[config.mk]
export PLATFORM = sky130hd
export DESIGN_NAME = cascade_irq_ctrl
export DESIGN_NICKNAME = d
export VERILOG_FILES = /design/src/rtl/cascade_irq_ctrl.sv
export SDC_FILE = /design/constraint.sdc
export NUM_CORES = 1
export LEC_CHECK = 0
export BUFFER_PORTS_ARGS = -buffer_cell sky130_fd_sc_hd__buf_2
export CORE_MARGIN = 2
export CORE_UTILIZATION = 59
export CTS_BUF_LIST = sky130_fd_sc_hd__clkbuf_4
export DETAILED_ROUTE_END_ITERATION = 16
export PLACE_DENSITY = 0.79
export SKIP_CTS_REPAIR_TIMING = 1
export SLEW_MARGIN = 20
export SYNTH_ARGS = -nofsm -noshare
export SYNTH_HDL_FRONTEND = slang
export SYNTH_SLANG_ARGS = --single-unit
export TNS_END_PERCENT = 20
[constraint.sdc]
create_clock -name clk -period 2 [get_ports clk]
set_clock_uncertainty 0.05 [all_clocks]
set_input_delay 0.2 -clock clk [delete_from_list [all_inputs] [get_ports clk]]
set_output_delay 0.2 -clock clk [all_outputs]
set_load 0.03 [all_outputs]
[src/rtl/cascade_irq_ctrl.sv]
module cascade_irq_ctrl #(
  parameter int SN = 8,
  parameter int NN = 8,
  parameter int DW = 8,
  parameter int AW = 4
) (
  input  logic          clk,
  input  logic          rst_n,
  input  logic [SN-1:0] south_src,
  input  logic [NN-2:0] north_src,
  input  logic [AW-1:0] reg_addr,
  input  logic          reg_we,
  input  logic [DW-1:0] reg_wdata,
  output logic [DW-1:0] reg_rdata,
  output logic          cpu_irq
);
  localparam int CB = NN - 1;
  localparam logic [AW-1:0] A_SID = AW'(0), A_SQ = AW'(1), A_SMK = AW'(2), A_SEN = AW'(3);
  localparam logic [AW-1:0] A_NID = AW'(4), A_NQ = AW'(5), A_NMK = AW'(6), A_NEN = AW'(7);
  localparam logic [AW-1:0] A_CTL = AW'(8);

  logic [SN-1:0] s_id, s_q, s_rl, s_mk, s_en, s_srcq, s_ev, s_clr;
  logic [SN-1:0] s_id_nx, s_q_nx, s_rl_nx;
  logic [NN-1:0] n_id, n_q, n_rl, n_mk, n_en, n_ev, n_clr;
  logic [NN-1:0] n_id_nx, n_q_nx, n_rl_nx;
  logic [NN-2:0] n_srcq;
  logic          agg_q, ctl_en, s_agg;

  // {visible, queued, reload}
  function automatic logic [2:0] slot_next(logic v, logic q, logic r, logic ev, logic clr);
    if (r)                return {1'b1, q | ev, 1'b0};
    if (v && clr && q)    return {1'b0, ev, 1'b1};
    if (v && !clr)        return {1'b1, q | ev, 1'b0};
    return {ev, 1'b0, 1'b0};
  endfunction

  assign s_agg = |((s_id | s_q | s_rl) & s_en);
  assign s_ev  = south_src & ~s_srcq & ~s_mk;
  assign n_ev  = {s_agg & ~agg_q, north_src & ~n_srcq} & ~n_mk;
  assign s_clr = (reg_we && reg_addr == A_SID) ? reg_wdata[SN-1:0] : '0;
  assign n_clr = (reg_we && reg_addr == A_NID) ? reg_wdata[NN-1:0] : '0;
  assign cpu_irq = ctl_en & |(n_id & n_en);

  always_comb begin
    for (int i = 0; i < SN; i++)
      {s_id_nx[i], s_q_nx[i], s_rl_nx[i]} = slot_next(s_id[i], s_q[i], s_rl[i], s_ev[i], s_clr[i]);
    for (int i = 0; i < NN; i++)
      {n_id_nx[i], n_q_nx[i], n_rl_nx[i]} = slot_next(n_id[i], n_q[i], n_rl[i], n_ev[i], n_clr[i]);
  end

  always_ff @(posedge clk or negedge rst_n) begin
    if (!rst_n) begin
      s_id <= '0; s_q <= '0; s_rl <= '0; s_mk <= '1; s_en <= '0; s_srcq <= '0;
      n_id <= '0; n_q <= '0; n_rl <= '0; n_mk <= '1; n_en <= '0; n_srcq <= '0;
      agg_q <= 1'b0; ctl_en <= 1'b0;
    end else begin
      s_id <= s_id_nx; s_q <= s_q_nx; s_rl <= s_rl_nx; s_srcq <= south_src;
      n_id <= n_id_nx; n_q <= n_q_nx; n_rl <= n_rl_nx; n_srcq <= north_src;
      agg_q <= s_agg;
      if (reg_we) begin
        case (reg_addr)
          A_SMK:   s_mk   <= reg_wdata[SN-1:0];
          A_SEN:   s_en   <= reg_wdata[SN-1:0];
          A_NMK:   n_mk   <= reg_wdata[NN-1:0];
          A_NEN:   n_en   <= reg_wdata[NN-1:0];
          A_CTL:   ctl_en <= reg_wdata[0];
          default: ;
        endcase
      end
    end
  end

  always_comb begin
    reg_rdata = '0;
    case (reg_addr)
      A_SID:   reg_rdata = DW'(s_id);
      A_SQ:    reg_rdata = DW'(s_q);
      A_SMK:   reg_rdata = DW'(s_mk);
      A_SEN:   reg_rdata = DW'(s_en);
      A_NID:   reg_rdata = DW'(n_id);
      A_NQ:    reg_rdata = DW'(n_q);
      A_NMK:   reg_rdata = DW'(n_mk);
      A_NEN:   reg_rdata = DW'(n_en);
      A_CTL:   reg_rdata = DW'(ctl_en);
      default: reg_rdata = '0;
    endcase
  end

  p_mask_blocks_r2: assert property (@(posedge clk) disable iff (!rst_n)
    1'b1 |=> ((s_id & ~$past(s_id) & $past(s_mk) & ~$past(s_q | s_rl)) == '0));

  p_queue_behind_r3: assert property (@(posedge clk) disable iff (!rst_n)
    ((s_q & ~(s_id | s_rl)) == '0) && ((n_q & ~(n_id | n_rl)) == '0));

  p_reload_r5: assert property (@(posedge clk) disable iff (!rst_n)
    (|s_rl) |=> ((s_id & $past(s_rl)) == $past(s_rl)));

  p_cascade_edge_r7: assert property (@(posedge clk) disable iff (!rst_n)
    $rose(n_id[CB]) |-> (($past(s_agg) && !$past(agg_q)) || $past(n_rl[CB])));

  p_no_reedge_r8: assert property (@(posedge clk) disable iff (!rst_n)
    (agg_q && !n_id[CB] && !n_rl[CB]) |=> !n_id[CB]);
endmodule

## After elaboration in Yosys (flattened, before gate mapping)

Cells that the tools add are included.

| word-level totals | value |
|---|---|
| register bits after elaboration | 97 |
| bits in latches | 0 |
| RAM bits | 0 |
| ROM bits | 0 |
| output and inout bits | 9 |
| word-level logic and storage cells | 322 |
| memories kept | 0 |

| cells by class | value |
|---|---|
| add/subtract/negate cells | 0 |
| $mul | 0 |
| div/mod/pow operators | 0 |
| $lt $le $gt $ge | 0 |
| equality and inequality tests | 8 |
| shift operators | 0 |
| mux-type cells | 195 |
| bitwise operators | 31 |
| reductions and logical operators | 74 |

Operator list:

| kind | number |
|---|---|
| 2-to-1 mux 3 bit | 96 |
| 2-to-1 mux 1 bit | 96 |
| one-hot mux 8 bit (9 select lines) | 1 |
| logical AND 1 bit | 50 |
| bitwise AND 8 bit | 5 |
| inverter 8 bit | 3 |
| equality test 4 x 3 -> 1 bit (second input constant) | 4 |
| zero test 1 bit | 16 |
| 2-to-1 mux 8 bit | 2 |
| OR 1 bit | 16 |
| OR 8 bit | 2 |
| OR reduction 8 bit | 2 |
| AND reduction 2 bit | 5 |
| equality test 4 x 2 -> 1 bit (second input constant) | 2 |
| bitwise AND 7 bit | 1 |
| inverter 7 bit | 1 |
| equality test 4 x 1 -> 1 bit (second input constant) | 1 |
| equality test 4 bit (second input constant) | 1 |
| zero test 4 bit | 1 |
| bitwise AND 1 bit | 2 |
| inverter 1 bit | 1 |

## Longest topological paths before layout

Gate-level depths: netlist (run 1).

| logic depth | value |
|---|---|
| depth in word-level cells | 13 |
| gate-level depth with buffers | 7 |
| mapped depth without buffers | 4 |

## Worst setup path before layout (run 1)

No wires, ideal clock.

| path | value |
|---|---|
| path kind | in2out |
| start point | in reg_addr[0] |
| end point | out reg_rdata[2] |
| arrival time | 1.518 ns |
| setup slack | 0.232 ns |
| stages on the path | 6 |
| path through | buf_4 -> buf_4 -> mux2i_1 -> or2_2 -> a21o_1 -> a21oi_1 |

| on the way | value |
|---|---|
| word-level cells in the longest chain between the ends | 2 |
| elaborated cells on any way between the ends | 10 |

Ends and longest elaborated chain:

| item | RTL line | text |
|---|---|---|
| start, declared | 11 | `input logic [AW-1:0] reg_addr,` |
| equality test 4 bit (tied with other cells) | 75 | `case (reg_addr)` |
| one-hot mux 8 bit (9 select lines) (*) | 75 |  |
| end, declared | 14 | `output logic [DW-1:0] reg_rdata,` |

Every way passes the cells marked *; elsewhere a longest branch is shown, timed or not.

## Worst setup path in the final report (run 1)

| path | value |
|---|---|
| start point | reg n_id[7] |
| end point | out reg_rdata[7] |

| on the way | value |
|---|---|
| word-level cells in the longest chain between the ends | 1 |

Ends and longest elaborated chain:

| item | RTL line | text |
|---|---|---|
| start, declared | 24 | `logic [NN-1:0] n_id, n_q, n_rl, n_mk, n_en, n_ev, n_clr;` |
| start signal, assigned | 58 | `n_id <= n_id_nx; n_q <= n_q_nx; n_rl <= n_rl_nx; n_srcq <= north_src;` |
| one-hot mux 8 bit (9 select lines) | 75 |  |

Every way passes these cells.

==> out/summary.md, run 1 <==
The run gives 4970 sq um as the placed standard-cell area. Data on the critical path arrives at its endpoint at 1.79 ns. The number of levels in the clock H-tree was 3. Setup repair after global routing could not meet its margin everywhere. In this run the deepest clock path goes through 2 buffers. The commonest cells after synthesis are sky130_fd_sc_hd__dfrtp_1 (81), sky130_fd_sc_hd__mux2_2 (32), sky130_fd_sc_hd__o21a_1 (30).

In this run the cell area of the synthesized design comes to 4570 sq um. Number of storage elements in the synthesis netlist: 97. The clock network burns 19.4% of the power.

0 antenna diodes ended up in the layout. Net switching is 31.8% of the power. Before antenna repair, the detailed router went through 4 iterations. The run gives 1.75 ns as the required time of the critical path. The library cell used as clock root buffer was sky130_fd_sc_hd__clkbuf_4. In this run the tool buffered the top-level ports with 38 buffer cells. The via count came out at 3408. The routed design has 10500 microns of wire. The worst hold path begins at reg_wdata[2]. For the pin with the worst max-slew slack, the measured transition is 0.427 ns. Of all nets on the critical path, the largest fanout is 5.

The detailed router put a total of 4650 microns of wire on met1. The routed wire length on met2 is 5160 microns. The kind of critical path was reg -> out.

The first global-routing pass estimated 16700 microns of wire. For the instance count after placement with tap cells included, the log shows 507. The highest clock frequency the design can meet was 491 MHz; the sequential power share was 53.1%.

The number of nets produced by synthesis is 390, and the number of maximum-capacitance constraint violations is 0. The run gives 53.6% as the sequential-to-total area share from yosys stat. Post-route antenna net violation count: 0. The violation count after the first detailed-routing iteration came out at 265. The final period utilization came out at 102%. After floorplanning, the core was sized to cover 7610 sq um.

Counting I/O delays and the setup requirement, the final critical path takes 2.04 ns. Topmost layer with routed signal wires: met4. The final layout contains 474 nets.

For this design the top-level I/O count stands at 39. Per report_power, the combinational group accounts for 27.4% of the total. In the post-synthesis netlist, the cell with the most instances is sky130_fd_sc_hd__dfrtp_1. After detailed routing, the number of vias per cell comes to 6.19. The number of global-route vias before repair was 3348. The final reports fail on negative setup slack. After legalization and detailed placement, the total HPWL measured 7200 microns. Internal power comes to 3.68 mW.

The area added between synthesis and finish came out at 18.5%. The number of synthesis warnings was 0. The worst hold path terminates at s_mk[2]. The completed layout was analyzed and its total power is 5.40 mW. The routed design uses 570 microns of met3 wire.

By area the synthesized netlist is led by sky130_fd_sc_hd__dfrtp_1 (44%), sky130_fd_sc_hd__dfstp_2 (9.2%), sky130_fd_sc_hd__mux2_2 (7.9%), sky130_fd_sc_hd__o21a_1 (4.9%), sky130_fd_sc_hd__mux4_2 (3.5%). The startpoint identified for the worst register-to-register timing path is s_q[6]. Fraction of layout instances using a drive strength above 1: 36.3%.

The count of cells in the finished layout, fillers not included, comes to 551. Of all flip-flops after synthesis, the portion carrying an async set or reset was 100%. The tools report the starting utilization of the core area as 60.1%. The most used flip-flop cell after synthesis is sky130_fd_sc_hd__dfrtp_1. The run finished, with violations left. Dividing the detail-routed wire length by the instance count gives 19.1 microns. For the final cell area excluding filler cells, the log shows 5410 sq um. A synthesized cell averages 12.7 sq um. Number of stages on the worst hold path: 2.

The floorplan step defined a die boundary enclosing 8460 sq um. The final weighted congestion in routability-driven placement came out at 0.867. The logs give 71.2% for the end-of-flow core utilization and 0.46 ns for the slack of the worst reg-to-reg path. The tightest min-delay check is of the in -> reg type.

In this run the tightest slew margin relative to its limit is 71.5%. The number of fill cells in the layout is 505, and the number of buffers inserted during clock tree synthesis is 9. The net load switching power came out at 1.72 mW.

Clock transition at the registers of the reported paths: 0.15 ns. In the synthesized netlist, the number of instances is 360. The floorplan step set the die width to 92.0 microns. Yosys mapped the design onto 42 distinct sky130hd cell types. The number of synthesized flops with an enable pin came out at 0. STA classifies the critical path endpoint as an output pin. The global-route total usage across every layer is 25.8%. The clock net in this run drives a total of 97 sinks. The logs give 0 for the number of endpoints with negative hold slack in the final report and 0 for the initial antenna violation count. The aggregate global routing overflow is 0. Counting cells, the worst reg-to-reg path comes to 5. The tools report the static power due to leakage as 2.28 nW. The floorplan row count was 32; the maximum VDD drop was 0.668 mV. The power density normalized to cell area is 998 nW/um^2, and the number of pins with negative max-slew slack in the final report is 0. The top-area cell type share of the netlist area was 44.4%. In this run the critical register-to-register path is captured at n_q[7]. The run gives 0 as the remaining design rule violation count.

From bottom edge to top edge, the die measures 92.0 microns. The tools report the final worst-path setup slack as -0.0369 ns. The logs give 0.45 ns for the clock latency on the worst-skew pair and 49 for the pin count of the biggest net entering global routing. The largest total area in the synthesized netlist belongs to sky130_fd_sc_hd__dfrtp_1. The number of setup violations in the final report was 5. The tools report the kind of start point of the critical path as a flop.

TritonCTS built the clock tree.
-- stage by stage --
stage          worst slack, ns  hold slack (ns)  TNS [ns]
2_1_floorplan            0.232           -0.146         0
3_3_place_gp             0.188            0.104         0
4_1_cts                -0.0867           -0.389    -0.323
5_1_grt                 -0.119           0.0109    -0.730
3_5_place_dp            0.0970            0.105         0
6_report               -0.0369           0.0210    -0.109
-- power by group through the flow --
stage / registers, mW / logic [mW] / clock network (mW)
floorplan: 2.74 / 1.02 / 0
global placement: 2.87 / 1.25 / 0
detailed placement: 2.89 / 1.30 / 0
CTS: 2.86 / 1.31 / 1.06
global route: 2.93 / 1.62 / 1.14
finish: 2.87 / 1.48 / 1.05
-- logic make-up after synthesis --
logic type,count (synthesis),synth area share (%)
buf+inv,18,2.57
mux,56,15.9
compound gates,97,16.8
flops,97,53.6
simple gates,92,11.1
-- layout by cell type (no fill, tap or decap), types with 2 or more instances in the layout --
cell                            netlist  routed
sky130_fd_sc_hd__buf_4                3      33
sky130_fd_sc_hd__nand2_1             19      19
sky130_fd_sc_hd__a22o_1               4       4
sky130_fd_sc_hd__buf_6                4       2
sky130_fd_sc_hd__a21oi_2              0       2
sky130_fd_sc_hd__dfstp_2             16      16
sky130_fd_sc_hd__mux2i_1              9       9
sky130_fd_sc_hd__nor2_1               7       7
sky130_fd_sc_hd__nor3b_1             16      16
sky130_fd_sc_hd__mux4_2               7       7
sky130_fd_sc_hd__and3_1               2       2
sky130_fd_sc_hd__a21oi_1              7       5
sky130_fd_sc_hd__o22a_1              15      15
sky130_fd_sc_hd__inv_1                3       3
sky130_fd_sc_hd__dlygate4sd3_1        0      17
sky130_fd_sc_hd__or2_2                2       2
sky130_fd_sc_hd__o21a_1              30      30
sky130_fd_sc_hd__clkinv_2             0       2
sky130_fd_sc_hd__clkbuf_4             0      11
sky130_fd_sc_hd__mux2_4               8       8
sky130_fd_sc_hd__buf_12               0       2
sky130_fd_sc_hd__mux2_2              32      32
sky130_fd_sc_hd__a221o_1             15      15
sky130_fd_sc_hd__nand3_1             20      20
sky130_fd_sc_hd__buf_2                7      34
sky130_fd_sc_hd__nand4_1              2       2
sky130_fd_sc_hd__dfrtp_2              0       3
sky130_fd_sc_hd__dfrtp_1             81      78
sky130_fd_sc_hd__nor2b_1              2       2
sky130_fd_sc_hd__nor3_1              16      16
sky130_fd_sc_hd__a22oi_1              6       5
sky130_fd_sc_hd__o31ai_1              8       8
-- metal layers --
layer | vias up | track usage (%)
li1 | 1565 | -
met3 | 11 | 6.57
met4 | 0 | 7.34
met2 | 88 | 41.5
met1 | 1744 | 35.1
met5 | - | 0
-- worst max-delay path by stage --
| stage | startpoint | slack (ns) | to |
|---|---|---|---|
| 2_1_floorplan | reg_addr[0] | 0.23 | reg_rdata[2] |
| 3_3_place_gp | reg_addr[2] | 0.19 | n_q[4] |
| 3_5_place_dp | reg_addr[2] | 0.1 | n_q[7] |
| 4_1_cts | n_id[0] | -0.09 | reg_rdata[0] |
| 5_1_grt | n_mk[6] | -0.12 | reg_rdata[6] |
| 6_report | n_id[7] | -0.04 | reg_rdata[7] |
-- final cells by class --
cell class | count | area, sq um | area share (%)
Sequential cell | 97 | 2450 | 45.3
Multi-Input combinational cell | 245 | 2030 | 37.6
Timing Repair Buffer | 88 | 651 | 12.0
Tap cell | 102 | 128 | 2.36
Clock buffer | 11 | 82.6 | 1.53
Clock inverter | 5 | 56.3 | 1.04
Inverter | 3 | 11.3 | 0.208
-- state kept, by name (all words and copies together), names as in the netlist --
register / flops
n_mk: 8
ctl_en: 1
s_mk: 8
n_srcq: 7
s_id: 8
s_srcq: 8
n_q: 8
s_en: 8
n_rl: 8
s_rl: 8
agg_q: 1
s_q: 8
n_id: 8
n_en: 8
-- worst max-delay path, stage by stage, from the launching register on --
cell                      delay [ns]
sky130_fd_sc_hd__dfrtp_2        0.48
sky130_fd_sc_hd__mux4_2         0.47
sky130_fd_sc_hd__mux2i_1        0.13
sky130_fd_sc_hd__a21oi_1        0.09
sky130_fd_sc_hd__buf_4          0.17
Power figures use the tool's default switching activity.
==> inputs of run 2 (changes only) <==
Settings changed: ABC_AREA from default to 1.
==> out/summary.md, run 2 <==
The run finished, with violations left. The checks that failed: negative hold slack. The worst hold slack after final layout was -0.00487 ns (-0.0258 ns); the highest clock frequency the design can meet was 522 MHz (+6.3%). The initial antenna violation count is 0 (unchanged), and the starting utilization of the core area is 60.6% (+0.56 points).

Number of synthesis warnings: 0 (unchanged). The number of sinks on the clock net is 97 (unchanged). In this run the most critical hold path is launched from reg_wdata[6]. Per-instance average area after synthesis: 8.41 sq um (-34%). Leaving out fill and tap cells, the most frequent cell in the layout is sky130_fd_sc_hd__nand2_1. Mean routed wirelength per cell: 15.2 microns (-21%). The tools report the library cell used as clock root buffer as sky130_fd_sc_hd__clkbuf_4.

The length of the first detailed-routing pass in iterations was 5 (+1). STA classifies the critical path startpoint as a flop. The run gives 0 (unchanged) as the number of maximum-capacitance constraint violations. In the layout the commonest cells are sky130_fd_sc_hd__nand2_1 (155), sky130_fd_sc_hd__dfrtp_1 (81), sky130_fd_sc_hd__nor2_1 (78), sky130_fd_sc_hd__inv_1 (47), sky130_fd_sc_hd__o21ai_0 (38). Slack of the worst reg-to-reg path: 0.70 ns (+0.24 ns).

From synthesis to final layout, the design area changed by 14.1%. The tools report the required time of the critical path as 1.75 ns (about the same). Number of synthesized flops with an enable pin: 0 (unchanged).

Summed over all instances, the cell type with the most area after synthesis is sky130_fd_sc_hd__dfrtp_1. The tools report the post-route antenna net violation count as 0 (unchanged). The overall die area is 8630 sq um (+1.9%), and the maximum VDD drop is 0.634 mV (-5.2%). The post-detailed-route via-to-cell ratio was 5.51 (-11%); the pin count of the biggest net entering global routing was 43 (-12%).

The prevailing post-synth register cell was sky130_fd_sc_hd__dfrtp_1. The run gives 653 (+38%) as the number of nets in the final layout. The run gives 1.67 ns (-0.12 ns) as the signal arrival time at the worst endpoint. The number of endpoints with negative hold slack in the final report came out at 2 (+2). The violation count after the first detailed-routing iteration is 310 (+17%), and the largest fanout on the critical path is 4 (-1). The number of standard cells after synthesis is 554 (+54%). TritonCTS built the clock tree. Number of stages on the worst hold path: 3 (+1). The width of the die was 92.9 microns (+0.95%).

The worst reg2reg path endpoint was n_q[7]. The async set-or-reset flop fraction in the synthesized netlist is 100% (unchanged). Kind of critical path: reg -> out.

Global-route layer with the greatest usage: met2. The power density normalized to cell area is 860 nW/um^2 (-14%). The cell with the most instances after synthesis is sky130_fd_sc_hd__nand2_1. The number of buffers inserted during clock tree synthesis was 9 (unchanged). The depth of the worst register-to-register path works out to 8 (+3).

The run gives 4660 sq um (+2.0%) as the synthesized cell area. The core region area is 7690 sq um (+1.1%), and the top-area cell type share of the netlist area is 43.5% (-0.87 points). The sequential-to-total area share from yosys stat was 52.5% (-1.0 points); the total I/O pin count was 39 (unchanged). The tools report the static power due to leakage as 2.62 nW (+15%).

Final period utilization: 95.8% (-6.1 points). STA classifies the critical path endpoint as an output pin. The fraction of met3 tracks used by global routing was 6.43% (-0.15 points). The aggregate global routing overflow came out at 0 (unchanged). The run gives 0 (unchanged) as the remaining design rule violation count. The final weighted congestion in routability-driven placement was 0.949 (+9.4%); the clock transition at the registers of the reported paths was 0.14 ns (about the same). The overall die height is 92.9 microns (+0.95%). The run gives 0 (unchanged) as the count of inserted antenna diode cells.

The number of buffers between clock root and the deepest sink was 2 (unchanged). The run gives 584 (+50%) as the number of nets produced by synthesis. The final instance count without filler cells came out at 730 (+32%). The tools report the number of global-route vias before repair as 3846 (+15%). The max-slew headroom at the worst pin was 64.0% (-7.5 points); the instance count after placement with tap cells included was 695 (+37%).

The tightest min-delay check is of the in -> reg type. Sorting the synthesized cells by how often they occur yields sky130_fd_sc_hd__nand2_1 (155), sky130_fd_sc_hd__dfrtp_1 (81), sky130_fd_sc_hd__nor2_1 (78). For the final cell area excluding filler cells, the log shows 5320 sq um (-1.8%). The met2 layer usage reported by global route is 44.6% (+3.1 points), and the shortest period the worst path allows is 1.92 ns (-0.122 ns). The tools report the number of setup violations in the final report as 0 (-5). The number of levels in the clock H-tree was 3 (unchanged). Wire length reported by the detailed router: 11100 microns (+5.2%). The fraction of layout instances using a drive strength above 1 is 17.0% (-19 points). The number of port buffers came out at 38 (unchanged). The via count was 4025 (+18%). The half-perimeter wire length of the detailed placement result was 7920 microns (+10%). Setup repair after global routing left no endpoint under its margin. The distinct cell type count of the synthesized netlist is 31 (-26%), and the sum of negative setup slack is 0 ns (+0.109 ns). The worst-case hold path end point was n_rl[6].

For the wire length of the first global-routing pass, the log shows 17900 microns (+7.1%). The startpoint identified for the worst register-to-register timing path is s_q[3]. The number of storage elements in the synthesis netlist is 97 (unchanged), and the number of pins with negative max-slew slack in the final report is 0 (unchanged). The transition time of the tightest slew-check pin works out to 0.540 ns (+0.114 ns). For the placed standard-cell area, the log shows 4990 sq um (+0.25%). The tools report the clock latency on the worst-skew pair as 0.45 ns (about the same). The floorplan row count is 32 (unchanged).

Ranked by total cell area, the synthesized netlist is headed by sky130_fd_sc_hd__dfrtp_1 (43%), sky130_fd_sc_hd__nand2_1 (12%), sky130_fd_sc_hd__dfstp_2 (9.0%), sky130_fd_sc_hd__nor2_1 (6.3%), sky130_fd_sc_hd__o21ai_0 (4.1%). The global-route total usage across every layer was 27.1% (+1.3 points); the met1 usage was 34.6% (-0.51 points).
[run 2: cell types whose count changed after synthesis, sizes merged, moves of 15 or more]
cell   before  now
a221o      15    0
o22a       15    0
nand2      20  165
o21ai       2   41
nor2        7   86
o21a       30    0
mux2       40    0
a21oi       7   34
inv         3   51
[run 2: metrics by stage]
stage               total power, mW  hold slack (ns)  worst slack (ns)  utilization (%)
global placement               3.49            0.168             0.335             64.9
finish                         4.57         -0.00487            0.0847             69.2
detailed placement             3.54            0.169             0.321             64.9
CTS                            4.55           -0.326            0.0748             66.6
floorplan                      3.20           -0.146             0.625                -
global route                   4.83          0.00339            0.0335             69.2
[run 2: layout make-up]
| cell class | instances | area [sq um] |
|---|---|---|
| Clock inverter | 6 | 58.8 |
| Multi-Input combinational cell | 401 | 1980 |
| Tap cell | 102 | 128 |
| Timing Repair Buffer | 63 | 440 |
| Inverter | 51 | 191 |
| Fill cell | 625 | 2370 |
| Clock buffer | 10 | 75.1 |
| Sequential cell | 97 | 2450 |
[run 2: worst max-delay path by stage]
stage / from / endpoint / slack (ns) / cells after the start
6_report: n_id[2] / cpu_irq / 0.08 / 5
5_1_grt: n_id[2] / cpu_irq / 0.03 / 5
4_1_cts: n_id[4] / cpu_irq / 0.07 / 5
3_5_place_dp: reg_addr[0] / reg_rdata[3] / 0.32 / 10
3_3_place_gp: reg_addr[3] / reg_rdata[3] / 0.33 / 9
2_1_floorplan: reg_addr[0] / reg_rdata[3] / 0.63 / 8
[run 2: metal layers]
metal	vias to the layer above	part of all wire, %
met5	-	0
met4	0	2.5
met3	27	6.7
met2	156	49
met1	1887	42
li1	1955	-
[run 2: kinds of logic (layout without fill, tap and decap cells)]
logic type / after synthesis / in the layout / synth area share, %
AOI/OAI and AO/OA: 86 / 86 / 9.96
buffers and inverters: 56 / 130 / 5.23
DFF: 97 / 97 / 52.5
muxes: 1 / 1 / 0.215
and+or+nand+nor: 314 / 314 / 32.1
[run 2: worst max-delay path: stages, from the launching register on]
cell and delay, ns:
sky130_fd_sc_hd__dfrtp_1 0.45, sky130_fd_sc_hd__nand2_1 0.13, sky130_fd_sc_hd__nand2_1 0.07, sky130_fd_sc_hd__a221oi_1 0.25, sky130_fd_sc_hd__a21oi_1 0.13, sky130_fd_sc_hd__buf_2 0.20
[run 2: report_power, final]
group	internal (mW)	switching (mW)
sequential	2.32	0.287
combinational	0.345	0.599
clock	0.388	0.631
